$ cat config.mk
export PLATFORM = sky130hd
export DESIGN_NAME = reorder3_top
export DESIGN_NICKNAME = d
export VERILOG_FILES = /design/src/rtl/reorder3_pkg.sv /design/src/rtl/reorder3_code_dec.sv /design/src/rtl/reorder3_code_enc.sv /design/src/rtl/reorder3_cmpx.sv /design/src/rtl/reorder3_bank_sel.sv /design/src/rtl/reorder3_top.sv
export SDC_FILE = /design/constraint.sdc
export NUM_CORES = 1
export LEC_CHECK = 0
export CAP_MARGIN = 20
export CORE_MARGIN = 2
export CORE_UTILIZATION = 40
export DETAILED_ROUTE_END_ITERATION = 7
export PLACE_DENSITY = 0.75
export SYNTH_ARGS = -nofsm -noshare
export SYNTH_HDL_FRONTEND = slang
export SYNTH_HIERARCHICAL = 1
export SYNTH_SLANG_ARGS = --single-unit
$ cat constraint.sdc
create_clock -name clk -period 3.4 [get_ports clk]
set_clock_uncertainty 0.2 [all_clocks]
set_input_delay 0.68 -clock clk [delete_from_list [all_inputs] [get_ports clk]]
set_output_delay 0.68 -clock clk [all_outputs]
set_load 0.03 [all_outputs]
$ cat src/rtl/reorder3_pkg.sv
package reorder3_pkg;
  localparam int NUM_ENT  = 3;
  localparam int CODE_W   = 3;
  localparam int BANK_W   = 2;
  typedef logic [BANK_W-1:0] bank_t;
  typedef logic [CODE_W-1:0] code_t;
  localparam code_t CODE_LAST = 3'd5;
endpackage

$ cat src/rtl/reorder3_code_dec.sv
module reorder3_code_dec
  import reorder3_pkg::*;
(
  input  code_t                      code_i,
  output logic [NUM_ENT-1:0][BANK_W-1:0] bank_o
);
  code_t c_eff;
  bank_t first, rest_lo, rest_hi;

  always_comb begin
    c_eff = (code_i > CODE_LAST) ? '0 : code_i;
    first = c_eff[2:1];
    case (first)
      2'd0:    begin rest_lo = 2'd1; rest_hi = 2'd2; end
      2'd1:    begin rest_lo = 2'd0; rest_hi = 2'd2; end
      default: begin rest_lo = 2'd0; rest_hi = 2'd1; end
    endcase
    bank_o[0] = first;
    bank_o[1] = c_eff[0] ? rest_hi : rest_lo;
    bank_o[2] = c_eff[0] ? rest_lo : rest_hi;
  end
endmodule

$ cat src/rtl/reorder3_code_enc.sv
module reorder3_code_enc
  import reorder3_pkg::*;
(
  input  logic [NUM_ENT-1:0][BANK_W-1:0] bank_i,
  output code_t                          code_o
);
  always_comb begin
    code_o = {bank_i[0], (bank_i[1] > bank_i[2])};
  end
endmodule

$ cat src/rtl/reorder3_cmpx.sv
module reorder3_cmpx
  import reorder3_pkg::*;
#(
  parameter int MEAN_W = 8,
  parameter int WGT_W  = 8
) (
  input  logic [MEAN_W-1:0] x_mean,
  input  logic [WGT_W-1:0]  x_wgt,
  input  bank_t             x_bank,
  input  logic              x_upd,
  input  logic [MEAN_W-1:0] y_mean,
  input  logic [WGT_W-1:0]  y_wgt,
  input  bank_t             y_bank,
  input  logic              y_upd,
  output logic [MEAN_W-1:0] hi_mean,
  output logic [WGT_W-1:0]  hi_wgt,
  output bank_t             hi_bank,
  output logic              hi_upd,
  output logic [MEAN_W-1:0] lo_mean,
  output logic [WGT_W-1:0]  lo_wgt,
  output bank_t             lo_bank,
  output logic              lo_upd
);
  logic x_wins;

  always_comb begin
    // a tie goes to x unless x is the freshly updated entry
    x_wins = (x_wgt > y_wgt) || ((x_wgt == y_wgt) && !x_upd);
    if (x_wins) begin
      hi_mean = x_mean; hi_wgt = x_wgt; hi_bank = x_bank; hi_upd = x_upd;
      lo_mean = y_mean; lo_wgt = y_wgt; lo_bank = y_bank; lo_upd = y_upd;
    end else begin
      hi_mean = y_mean; hi_wgt = y_wgt; hi_bank = y_bank; hi_upd = y_upd;
      lo_mean = x_mean; lo_wgt = x_wgt; lo_bank = x_bank; lo_upd = x_upd;
    end
  end
endmodule

$ cat src/rtl/reorder3_bank_sel.sv
module reorder3_bank_sel
  import reorder3_pkg::*;
(
  input  logic [NUM_ENT-1:0][BANK_W-1:0] bank_i,
  input  logic [1:0]                     phase_i,
  output logic [NUM_ENT-1:0]             en_o
);
  always_comb begin
    en_o = '0;
    for (int p = 0; p < NUM_ENT; p++) begin
      if (phase_i == 2'(p)) en_o = NUM_ENT'(1) << bank_i[p];
    end
  end

  always_comb begin
    assert ($countones(en_o) <= 1) else $error("AST_BANK_ONEHOT");
  end
endmodule

$ cat src/rtl/reorder3_top.sv
module reorder3_top
  import reorder3_pkg::*;
#(
  parameter int MEAN_W = 8,
  parameter int WGT_W  = 8
) (
  input  logic                      clk,
  input  logic                      rst_n,
  input  logic                      in_valid,
  input  logic [2:0]                code_in,
  input  logic [1:0]                upd_idx,
  input  logic [MEAN_W-1:0]         hi_mean,
  input  logic [WGT_W-1:0]          hi_wgt,
  input  logic [MEAN_W-1:0]         lo_mean,
  input  logic [WGT_W-1:0]          lo_wgt,
  input  logic [MEAN_W-1:0]         upd_mean,
  input  logic [WGT_W-1:0]          upd_wgt,
  input  logic [1:0]                phase,
  output logic [2:0]                bank_en,
  output logic                      out_valid,
  output logic [3*MEAN_W-1:0]       out_mean,
  output logic [3*WGT_W-1:0]        out_wgt,
  output logic [2:0]                code_out
);
  localparam logic [1:0] LAST_IDX = 2'(NUM_ENT - 1);

  logic [NUM_ENT-1:0][BANK_W-1:0] old_bank;
  logic [NUM_ENT-1:0][BANK_W-1:0] new_bank;
  logic [1:0] idx_eff;
  bank_t      a_bank, b_bank, u_bank;

  // stage wiring: s1 = upd against hi entry, s2 = loser against lo entry
  logic [MEAN_W-1:0] s1h_mean, s1l_mean, s2h_mean, s2l_mean;
  logic [WGT_W-1:0]  s1h_wgt,  s1l_wgt,  s2h_wgt,  s2l_wgt;
  bank_t             s1h_bank, s1l_bank, s2h_bank, s2l_bank;
  logic              s1h_upd,  s1l_upd,  s2h_upd,  s2l_upd;

  code_t             code_nxt;
  logic [3*MEAN_W-1:0] mean_nxt;
  logic [3*WGT_W-1:0]  wgt_nxt;
  logic [3*MEAN_W-1:0] mean_q;
  logic [3*WGT_W-1:0]  wgt_q;
  code_t               code_q;
  logic                valid_q;

  reorder3_code_dec u_dec (
    .code_i (code_in),
    .bank_o (old_bank)
  );

  reorder3_bank_sel u_sel (
    .bank_i  (old_bank),
    .phase_i (phase),
    .en_o    (bank_en)
  );

  always_comb begin
    idx_eff = (upd_idx > LAST_IDX) ? LAST_IDX : upd_idx;
    u_bank  = old_bank[idx_eff];
    a_bank  = (idx_eff == 2'd0) ? old_bank[1] : old_bank[0];
    b_bank  = (idx_eff == 2'd2) ? old_bank[1] : old_bank[2];
  end

  reorder3_cmpx #(.MEAN_W(MEAN_W), .WGT_W(WGT_W)) u_stage1 (
    .x_mean (hi_mean),  .x_wgt (hi_wgt),  .x_bank (a_bank), .x_upd (1'b0),
    .y_mean (upd_mean), .y_wgt (upd_wgt), .y_bank (u_bank), .y_upd (1'b1),
    .hi_mean(s1h_mean), .hi_wgt(s1h_wgt), .hi_bank(s1h_bank), .hi_upd(s1h_upd),
    .lo_mean(s1l_mean), .lo_wgt(s1l_wgt), .lo_bank(s1l_bank), .lo_upd(s1l_upd)
  );

  reorder3_cmpx #(.MEAN_W(MEAN_W), .WGT_W(WGT_W)) u_stage2 (
    .x_mean (s1l_mean), .x_wgt (s1l_wgt), .x_bank (s1l_bank), .x_upd (s1l_upd),
    .y_mean (lo_mean),  .y_wgt (lo_wgt),  .y_bank (b_bank),   .y_upd (1'b0),
    .hi_mean(s2h_mean), .hi_wgt(s2h_wgt), .hi_bank(s2h_bank), .hi_upd(s2h_upd),
    .lo_mean(s2l_mean), .lo_wgt(s2l_wgt), .lo_bank(s2l_bank), .lo_upd(s2l_upd)
  );

  always_comb begin
    new_bank[0] = s1h_bank;
    new_bank[1] = s2h_bank;
    new_bank[2] = s2l_bank;
  end

  reorder3_code_enc u_enc (
    .bank_i (new_bank),
    .code_o (code_nxt)
  );

  always_comb begin
    mean_nxt = {s2l_mean, s2h_mean, s1h_mean};
    wgt_nxt  = {s2l_wgt,  s2h_wgt,  s1h_wgt};
  end

  always_ff @(posedge clk or negedge rst_n) begin
    if (!rst_n) begin
      valid_q <= 1'b0;
      mean_q  <= '0;
      wgt_q   <= '0;
      code_q  <= '0;
    end else begin
      valid_q <= in_valid;
      if (in_valid) begin
        mean_q <= mean_nxt;
        wgt_q  <= wgt_nxt;
        code_q <= code_nxt;
      end
    end
  end

  assign out_valid = valid_q;
  assign out_mean  = mean_q;
  assign out_wgt   = wgt_q;
  assign code_out  = code_q;

  AST_INPUT_ORDERED: assert property (@(posedge clk) disable iff (!rst_n)
    in_valid |-> (hi_wgt >= lo_wgt)) else $error("AST_INPUT_ORDERED");
  AST_READY_RISE: assert property (@(posedge clk) disable iff (!rst_n)
    in_valid |=> out_valid) else $error("AST_READY_RISE");
  AST_READY_IDLE: assert property (@(posedge clk) disable iff (!rst_n)
    !in_valid |=> !out_valid) else $error("AST_READY_IDLE");
  AST_OUT_SORTED: assert property (@(posedge clk) disable iff (!rst_n)
    out_valid |-> (out_wgt[WGT_W-1:0] >= out_wgt[2*WGT_W-1:WGT_W]) &&
                  (out_wgt[2*WGT_W-1:WGT_W] >= out_wgt[3*WGT_W-1:2*WGT_W]))
    else $error("AST_OUT_SORTED");
  AST_CODE_LEGAL: assert property (@(posedge clk) disable iff (!rst_n)
    code_out <= CODE_LAST) else $error("AST_CODE_LEGAL");
  AST_HOLD: assert property (@(posedge clk) disable iff (!rst_n)
    !in_valid |=> ($stable(code_out) && $stable(out_wgt) && $stable(out_mean)))
    else $error("AST_HOLD");
  AST_PHASE_IDLE: assert property (@(posedge clk) disable iff (!rst_n)
    (phase == 2'd3) |-> (bank_en == 3'b000)) else $error("AST_PHASE_IDLE");
endmodule

* Word-level counts from Yosys, hierarchy flattened
Index checks and enable logic that the tools add are counted.
** Cells by class
- Reduce and logical (&&, ||, !) cells :: 8
- Muxes and demuxes :: 26
- Magnitude comparators :: 6
- Equal/unequal tests :: 6
- Shift operators :: 3
** Operators by type and width (number)
- $mux W8 :: 8
- $mux W2 :: 11
- $eq A8 B8 Y1 :: 2
- $gt A8 B8 Y1 :: 2
- $mux W3 :: 4
- $shl A1 B2 Y3 const A :: 3
- $logic_not A2 Y1 :: 3
- $bmux W2 S2 :: 1
- $eq A2 B1 Y1 const B :: 2
- $eq A2 B2 Y1 const B :: 2
- $gt A3 B3 Y1 const B :: 1
- $lt A2 B3 Y1 const B :: 1
- $gt A2 B2 Y1 :: 1
- $gt A2 B2 Y1 const B :: 1
- $logic_or A1 B1 Y1 :: 2
- $mux W1 :: 2
- $reduce_or A2 Y1 :: 1
- $logic_and A1 B1 Y1 :: 1
- $logic_not A1 Y1 :: 1
** Storage, ports and cells
- Flip-flop bits (word level) :: 52
- Output and inout port bits :: 55
- Word-level logic and storage cells :: 53

* Longest topological paths before layout
Gate-level depths: netlist (run 1).
- Depth in word-level cells :: 11
- Depth in mapped cells :: 21
- Gate-level depth less buffers :: 19

* Cells and area by module
The synthesis (run 1) kept the hierarchy.
** By module, submodules not included
- reorder3_top :: area each 2268.4 um^2, instances 1, cells an instance 122
- reorder3_cmpx :: area each 874.6 um^2, instances 2, cells an instance 73
- reorder3_bank_sel :: area each 107.6 um^2, instances 1, cells an instance 12
- reorder3_code_enc :: area each 62.6 um^2, instances 1, cells an instance 8
- reorder3_code_dec :: area each 51.3 um^2, instances 1, cells an instance 8

* Worst setup path after synthesis (run 1)
No wires, ideal clock.
- Kind :: input to register
- From :: input hi_wgt[0]
- To :: register code_q[0], in the netlist code_out[0]
- Arrival :: 4562 ps
- Stages :: 19
- Library setup time :: 125 ps
- Slack :: -1487 ps
- Cell sequence :: inv_1 > ha_1 > nand2b_4 > a2111oi_4 > o31ai_4 > o21ai_4 > buf_12 > mux2_4 > inv_1 > ha_1 > nand2b_4 > a2111oi_4 > o31ai_4 > o21ai_4 > mux2_2 > ha_1 > nor2b_1 > a2bb2oi_1 > mux2_4
** On the way
- Cells in the longest elaborated chain, start to end :: 8
- Elaborated cells on any way between the ends :: 14
- Classes of those cells :: order compare: 3; eq/ne: 2; mux: 5; reduce/logical: 4
** Ends and longest elaborated chain
- from (decl) :: RTL line reorder3_top.sv:13 : input logic [WGT_W-1:0] hi_wgt,
- $gt A8 B8 Y1 or $eq A8 B8 Y1 (tied branches) :: RTL line reorder3_cmpx.sv:28 : x_wins = (x_wgt > y_wgt) || ((x_wgt == y_wgt) && !x_upd);
- $logic_or A1 B1 Y1 :: RTL line reorder3_cmpx.sv:28
- $mux W8 (*) :: RTL line reorder3_cmpx.sv:29 : if (x_wins) begin
- named net s1l_wgt[0] :: RTL line reorder3_top.sv:34 : logic [WGT_W-1:0] s1h_wgt, s1l_wgt, s2h_wgt, s2l_wgt;
- branches (longest 2 deep; another with $gt A8 B8 Y1)
- $logic_or A1 B1 Y1 (*) :: RTL line reorder3_cmpx.sv:28
- $mux W2 (*) :: RTL line reorder3_cmpx.sv:29
- named net s2h_bank[1] :: RTL line reorder3_top.sv:35 : bank_t s1h_bank, s1l_bank, s2h_bank, s2l_bank;
- $gt A2 B2 Y1 (*) :: RTL line reorder3_code_enc.sv:8 : code_o = {bank_i[0], (bank_i[1] > bank_i[2])};
- named net code_nxt[0] :: RTL line reorder3_top.sv:38 : code_t code_nxt;
- to (signal assigned) :: RTL line reorder3_top.sv:105 : code_q <= code_nxt;
- to (decl) :: RTL line reorder3_top.sv:43 : code_t code_q;
Mark *: on every way through the listed nets, which the timed path passes.
A chain may end at the register's enable or synchronous reset.

* Worst setup path after layout (run 1)
- From :: input upd_wgt[0]
- To :: register code_q[0], in the netlist code_out[0]
** On the way
- Cells in the longest elaborated chain, start to end :: 8
- Elaborated cells on any way between the ends :: 14
- Classes of those cells :: order compare: 3; eq/ne: 2; mux: 5; reduce/logical: 4
** Ends and longest elaborated chain
- from (decl) :: RTL line reorder3_top.sv:17 : input logic [WGT_W-1:0] upd_wgt,
- $gt A8 B8 Y1 or $eq A8 B8 Y1 (tied branches) :: RTL line reorder3_cmpx.sv:28
- $logic_or A1 B1 Y1 :: RTL line reorder3_cmpx.sv:28
- $mux W8 (*) :: RTL line reorder3_cmpx.sv:29
- named net s1l_wgt[0] :: RTL line reorder3_top.sv:34
- branches (longest 2 deep; another with $gt A8 B8 Y1)
- $logic_or A1 B1 Y1 (*) :: RTL line reorder3_cmpx.sv:28
- $mux W2 (*) :: RTL line reorder3_cmpx.sv:29
- named net s2l_bank[1] :: RTL line reorder3_top.sv:35
- $gt A2 B2 Y1 (*) :: RTL line reorder3_code_enc.sv:8
- named net code_nxt[0] :: RTL line reorder3_top.sv:38
Marked as above.

==> results.json, run 1 <==
{
  "syn_inst": 289,
  "cts_tree": "yes",
  "nFillCells": 847,
  "routed_wirelength_um": 9490,
  "die_area_um2": 11300,
  "gp_congestion": 0.802,
  "nNetsFinal": 541,
  "status": "complete, but fails checks",
  "relSlewSlack_pct": 37.6,
  "fp-row-count": 37,
  "worstMarginPinSlew_ns": 0.937,
  "port_buffers": 112,
  "critPathKind": "input port to flop",
  "ant_nets": 0,
  "initial_core_util_pct": 40.8,
  "drtPass1Iterations": 4,
  "multi_input_area_um2": 2840,
  "hold_path_class": "input port to async pin",
  "grt_usage_pct": 16.5,
  "end_kind": "flop",
  "ff2ff_path_depth": 1,
  "final-seq-area_um2": 1300,
  "clkSlewWorstSetupHoldPaths_ns": 0.10,
  "regToRegEndpoint": "out_wgt[23]$_DFFE_PN0P_",
  "core_um2": 10300,
  "grt_remaining_overflow": 0,
  "worstPathRequired_ns": 3.39,
  "first_global_vias": 3121,
  "crit_start": "upd_wgt[0]",
  "final_area_um2": 6100,
  "cp_max_fo": 5,
  "rsz0062_at_grt": "yes",
  "use_met1_pct": 20.4,
  "die_y_um": 106,
  "fin_ws_ns": -0.830,
  "violations": "negative setup slack",
  "drv_cap": 0,
  "clockRootBuffer": "clkbuf_8",
  "grt_pass1_wl_um": 15200,
  "peakVddDrop_mv": 0.213,
  "final_cells": 602,
  "cts_sinks": 52,
  "drt_iter0_drc": 99,
  "syn_avg_cell_area_um2": 14.5,
  "drcViolationCount": 0,
  "drive_gt1_share_pct": 57.5,
  "slew_violations": 0,
  "numCtsBuffers": 5,
  "hold_buffers": 0,
  "met3_usage_pct": 2.51,
  "place_inst": 573,
  "fmax_mhz": 236,
  "placed_cell_area_um2": 5710,
  "grt_start_max_net_pins": 53,
  "clk_latency_ns": 0.30,
  "diodes": 0,
  "boundaryPins": 113,
  "finalSetupTns_ns": -23.55,
  "wl_per_cell_um": 15.8,
  "layout_min_cycle_time_ns": 4.23,
  "r2r_setup_slack_ns": 2.40,
  "syn_to_final_growth_pct": 45.3,
  "vias_per_cell": 4.79,
  "setup_viol": 33,
  "worstReg2RegStart": "out_wgt[23]$_DFFE_PN0P_",
  "cp-start-kind": "input port",
  "synth_area_um2": 4200,
  "power.density_nw_per_um2": 454,
  "dieWidth_um": 106,
  "leakagePower_nw": 2.88,
  "htree_levels": 2,
  "arrival_ns": 4.22,
  "finalCritPeriodShare_pct": 124,
  "antenna_found_initial": 0,
  "grt.busiest_layer": "met2",
  "num_vias": 2884,
  "finalHoldViolations": 0,
  "yosys_warnings": 6,
  "hpwl_um": 7070,
  "met2_usage_pct": 30.7,
  "cts.path.max_buffers": 2
}
-- report_power, final --
| part | switching, W | internal, W | leakage [nW] |
|---|---|---|---|
| Clock | 0.000219 | 0.000147 | 0.0445 |
| Sequential | 0.0000834 | 0.000749 | 0.610 |
| Combinational | 0.000684 | 0.000887 | 2.23 |
-- registers in the layout, summed over array words and instances (netlist names) --
signal / cells
out_wgt: 24
out_mean: 24
out_valid: 1
code_out: 3
-- what timing repair did --
action                                  in CTS  in global routing
gates resized for setup                     54                 37
cloned                                       1                  0
pin swaps                                   11                 11
endpoints found under the setup margin      34                 33
buffers inserted                            15                  6
-- metrics by stage --
step	util (%)	hold slack, ns	setup slack (ns)	total power (W)
5_1_grt	59.3	0.174	-0.925	0.00291
3_5_place_dp	55.6	0.294	-1.77	0.00231
2_1_floorplan	-	0.184	-1.11	0.00183
6_report	59.3	0.142	-0.830	0.00277
3_3_place_gp	55.6	0.291	-1.63	0.00228
4_1_cts	59.0	0.150	-0.866	0.00276
-- layer usage --
layer  wire length, um  vias up  share of wire, %
met5                 0        -                 0
met4                69        0              0.73
met3               376        5               4.0
met2              4850       68                51
met1              4200     1416                44
li1                  -     1395                 -
-- cells in the final DEF, fill, tap and decap left out, types with 7 or more instances in the layout --
cell and instances:
clkbuf_2 13, buf_6 7, buf_4 64, inv_1 9, ha_4 17, mux2_2 17, inv_2 8, mux2_4 111
clkdlybuf4s50_1 91, dfrtp_1 52
-- critical path, stage by stage --
cell       delay [ns]
buf_6            0.10
ha_4             0.23
nand2b_4         0.14
a2111oi_4        0.34
o31ai_4          0.15
o21ai_4          0.13
mux2_4           0.36
inv_4            0.07
ha_4             0.19
nand2b_4         0.14
a2111oi_4        0.37
o31ai_4          0.12
o21ai_4          0.12
mux2_4           0.34
inv_4            0.06
ha_4             0.19
nor2b_4          0.12
a2bb2oi_1        0.12
mux2_4           0.25
-- worst max path at each step --
stage	end	slack, ns
after floorplan	code_out[0]$_DFFE_PN0P_	-1.11
after global placement	code_out[0]$_DFFE_PN0P_	-1.63
after detailed placement	code_out[0]$_DFFE_PN0P_	-1.77
after CTS	code_out[0]$_DFFE_PN0P_	-0.87
after global routing	code_out[0]$_DFFE_PN0P_	-0.93
final	code_out[0]$_DFFE_PN0P_	-0.83
-- final cells by class --
class / instances / area share [%]
multi-input combinational: 205 / 46.6
timing repair buffer: 181 / 26.4
sequential: 52 / 21.3
tap: 136 / 2.79
inverter: 20 / 1.40
clock buffer: 5 / 1.13
clock inverter: 3 / 0.349
No activity file was read; power rests on OpenSTA's default activity.
==> inputs of run 2 (changes only) <==
Settings changed: CORE_MARGIN 2 to 1.5, SKIP_CTS_REPAIR_TIMING set to 1.
==> results.json, run 2 (same netlist as run 1, synthesis figures left out) <==
{
  "nNetsFinal": 540,
  "violations": "negative setup slack",
  "grt_pass1_wl_um": 15000,
  "end_kind": "flop",
  "drcViolationCount": 0,
  "utilization_pct": 61.0,
  "peakVddDrop_mv": 0.215,
  "regToRegEndpoint": "out_wgt[23]$_DFFE_PN0P_",
  "htree_levels": 2,
  "r2r_setup_slack_ns": 2.39,
  "wl_per_cell_um": 16.3,
  "grt_start_max_net_pins": 41,
  "arrival_ns": 4.21,
  "die_area_um2": 11100,
  "dieWidth_um": 105,
  "clk_latency_ns": 0.31,
  "ff2ff_path_depth": 1,
  "hpwl_um": 7290,
  "clockRootBuffer": "clkbuf_8",
  "status": "complete, but fails checks",
  "power.density_nw_per_um2": 471,
  "crit_end": "code_out[0]$_DFFE_PN0P_",
  "final_area_um2": 6240,
  "layout_min_cycle_time_ns": 4.21,
  "cts.path.max_buffers": 2,
  "hold_path_class": "input port to async pin",
  "fin_ws_ns": -0.809,
  "crit_start": "hi_wgt[0]",
  "boundaryPins": 113,
  "cts_sinks": 52,
  "final_cell_mix": "mux2_4, clkdlybuf4s50_1, buf_4",
  "mostFrequentLayoutCell": "mux2_4",
  "cts_tree": "yes",
  "ant_nets": 0,
  "drive_gt1_share_pct": 54.1,
  "relSlewSlack_pct": 40.1,
  "critical_path.max_stage_delay_ns": 0.39,
  "num_vias": 2886,
  "worstReg2RegStart": "out_wgt[23]$_DFFE_PN0P_",
  "cp_slowest_cell": "a2111oi_4",
  "rsz0062_at_grt": "yes",
  "routed_wirelength_um": 9800,
  "grt_remaining_overflow": 0,
  "vias_per_cell": 4.81,
  "critPathKind": "input port to flop",
  "grt_usage_pct": 16.9,
  "core_um2": 10200,
  "final-seq-area_um2": 1300,
  "critical_path.cell_chain": "buf_8 -> inv_6 -> ha_4 -> nand2b_4 -> a2111oi_4 -> o31ai_4 -> o21ai_2 -> mux2_4 -> inv_4 -> ha_4 -> nand2b_4 -> a2111oi_4 -> o31ai_4 -> o21ai_4 -> mux2_4 -> inv_4 -> ha_4 -> nor2b_4 -> a2bb2oi_2 -> mux2_4",
  "gp_congestion": 0.831,
  "diodes": 0,
  "drv_cap": 0,
  "cp-start-kind": "input port",
  "nFillCells": 791,
  "fp-row-count": 37,
  "numCtsBuffers": 5,
  "whs_ns": 0.293,
  "finalCritPeriodShare_pct": 124,
  "fmax_mhz": 238,
  "initial_core_util_pct": 41.0,
  "finalHoldViolations": 0,
  "placed_cell_area_um2": 5790,
  "first_global_vias": 3050,
  "pre_cts_ws_ns": -1.67,
  "cp_max_fo": 5,
  "leakagePower_nw": 3.06,
  "die_y_um": 105,
  "slew_violations": 0,
  "drt_iter0_drc": 40,
  "drtPass1Iterations": 4,
  "worstPathRequired_ns": 3.40,
  "port_buffers": 112,
  "antenna_found_initial": 0,
  "multi_input_area_um2": 2820,
  "setup_viol": 33,
  "syn_to_final_growth_pct": 48.7,
  "clkSlewWorstSetupHoldPaths_ns": 0.10,
  "worstMarginPinSlew_ns": 0.898
}
[run 2: cell count changes in the layout (fill, tap and decap cells not counted), moves of 2 or more]
cell	before	now
inv_2	8	5
buf_6	7	5
ha_1	1	3
dlymetal6s2s_1	0	15
inv_1	9	12
ha_4	17	15
buf_12	1	3
bufinv_16	0	2
buf_4	64	62
clkbuf_2	13	1
[run 2: how the worst min path moves through the flow]
stage | start | endpoint | slack, ns
after global routing | out_mean[17]$_DFFE_PN0P_ | out_mean[17]$_DFFE_PN0P_ | 0.33
after detailed placement | out_mean[1]$_DFFE_PN0P_ | out_mean[1]$_DFFE_PN0P_ | 0.29
after floorplan | rst_n | code_out[0]$_DFFE_PN0P_ | 0.18
after global placement | out_mean[4]$_DFFE_PN0P_ | out_mean[4]$_DFFE_PN0P_ | 0.30
after CTS | rst_n | out_wgt[18]$_DFFE_PN0P_ | 0.32
final | rst_n | out_wgt[18]$_DFFE_PN0P_ | 0.29
[run 2: per-stage QoR]
step / total power (W) / instances / setup TNS, ns
after global routing: 0.00308 / 600 / -25.45
final: 0.00294 / 600 / -22.75
after global placement: 0.00229 / 580 / -48.79
after CTS: 0.00284 / 587 / -40.77
after detailed placement: 0.00233 / 580 / -52.83
after floorplan: 0.00183 / 290 / -25.03
[run 2: area by class of cell]
| class | count | share of cell area [%] |
|---|---|---|
| Multi-Input combinational cell | 205 | 45.3 |
| Sequential cell | 52 | 20.9 |
| Inverter | 20 | 1.36 |
| Tap cell | 136 | 2.73 |
| Clock buffer | 5 | 1.10 |
| Clock inverter | 2 | 0.963 |
| Timing Repair Buffer | 180 | 27.7 |
[run 2: per-layer routing]
metal  vias up  wire [um]  global-route usage (%)
li1       1390          -                       -
met1      1411       4430                    22.0
met2        74       4830                    28.6
met3        11        381                    3.28
met4         0        154                    4.79
met5         -          0                       0
[run 2: where the power goes]
part           switching (W)  internal (W)  total [W]
combinational       0.000698      0.000907    0.00160
sequential         0.0000821      0.000749   0.000831
clock               0.000210      0.000290   0.000500
total               0.000990       0.00195    0.00294
[run 2: worst max-delay path: cells and delay by family]
kind	cells	cell delay [ns]
buffers and inverters	4	0.26
muxes	3	0.94
and+or+nand+nor	3	0.40
AOI/OAI and AO/OA	7	1.34
adders and majority gates	3	0.57
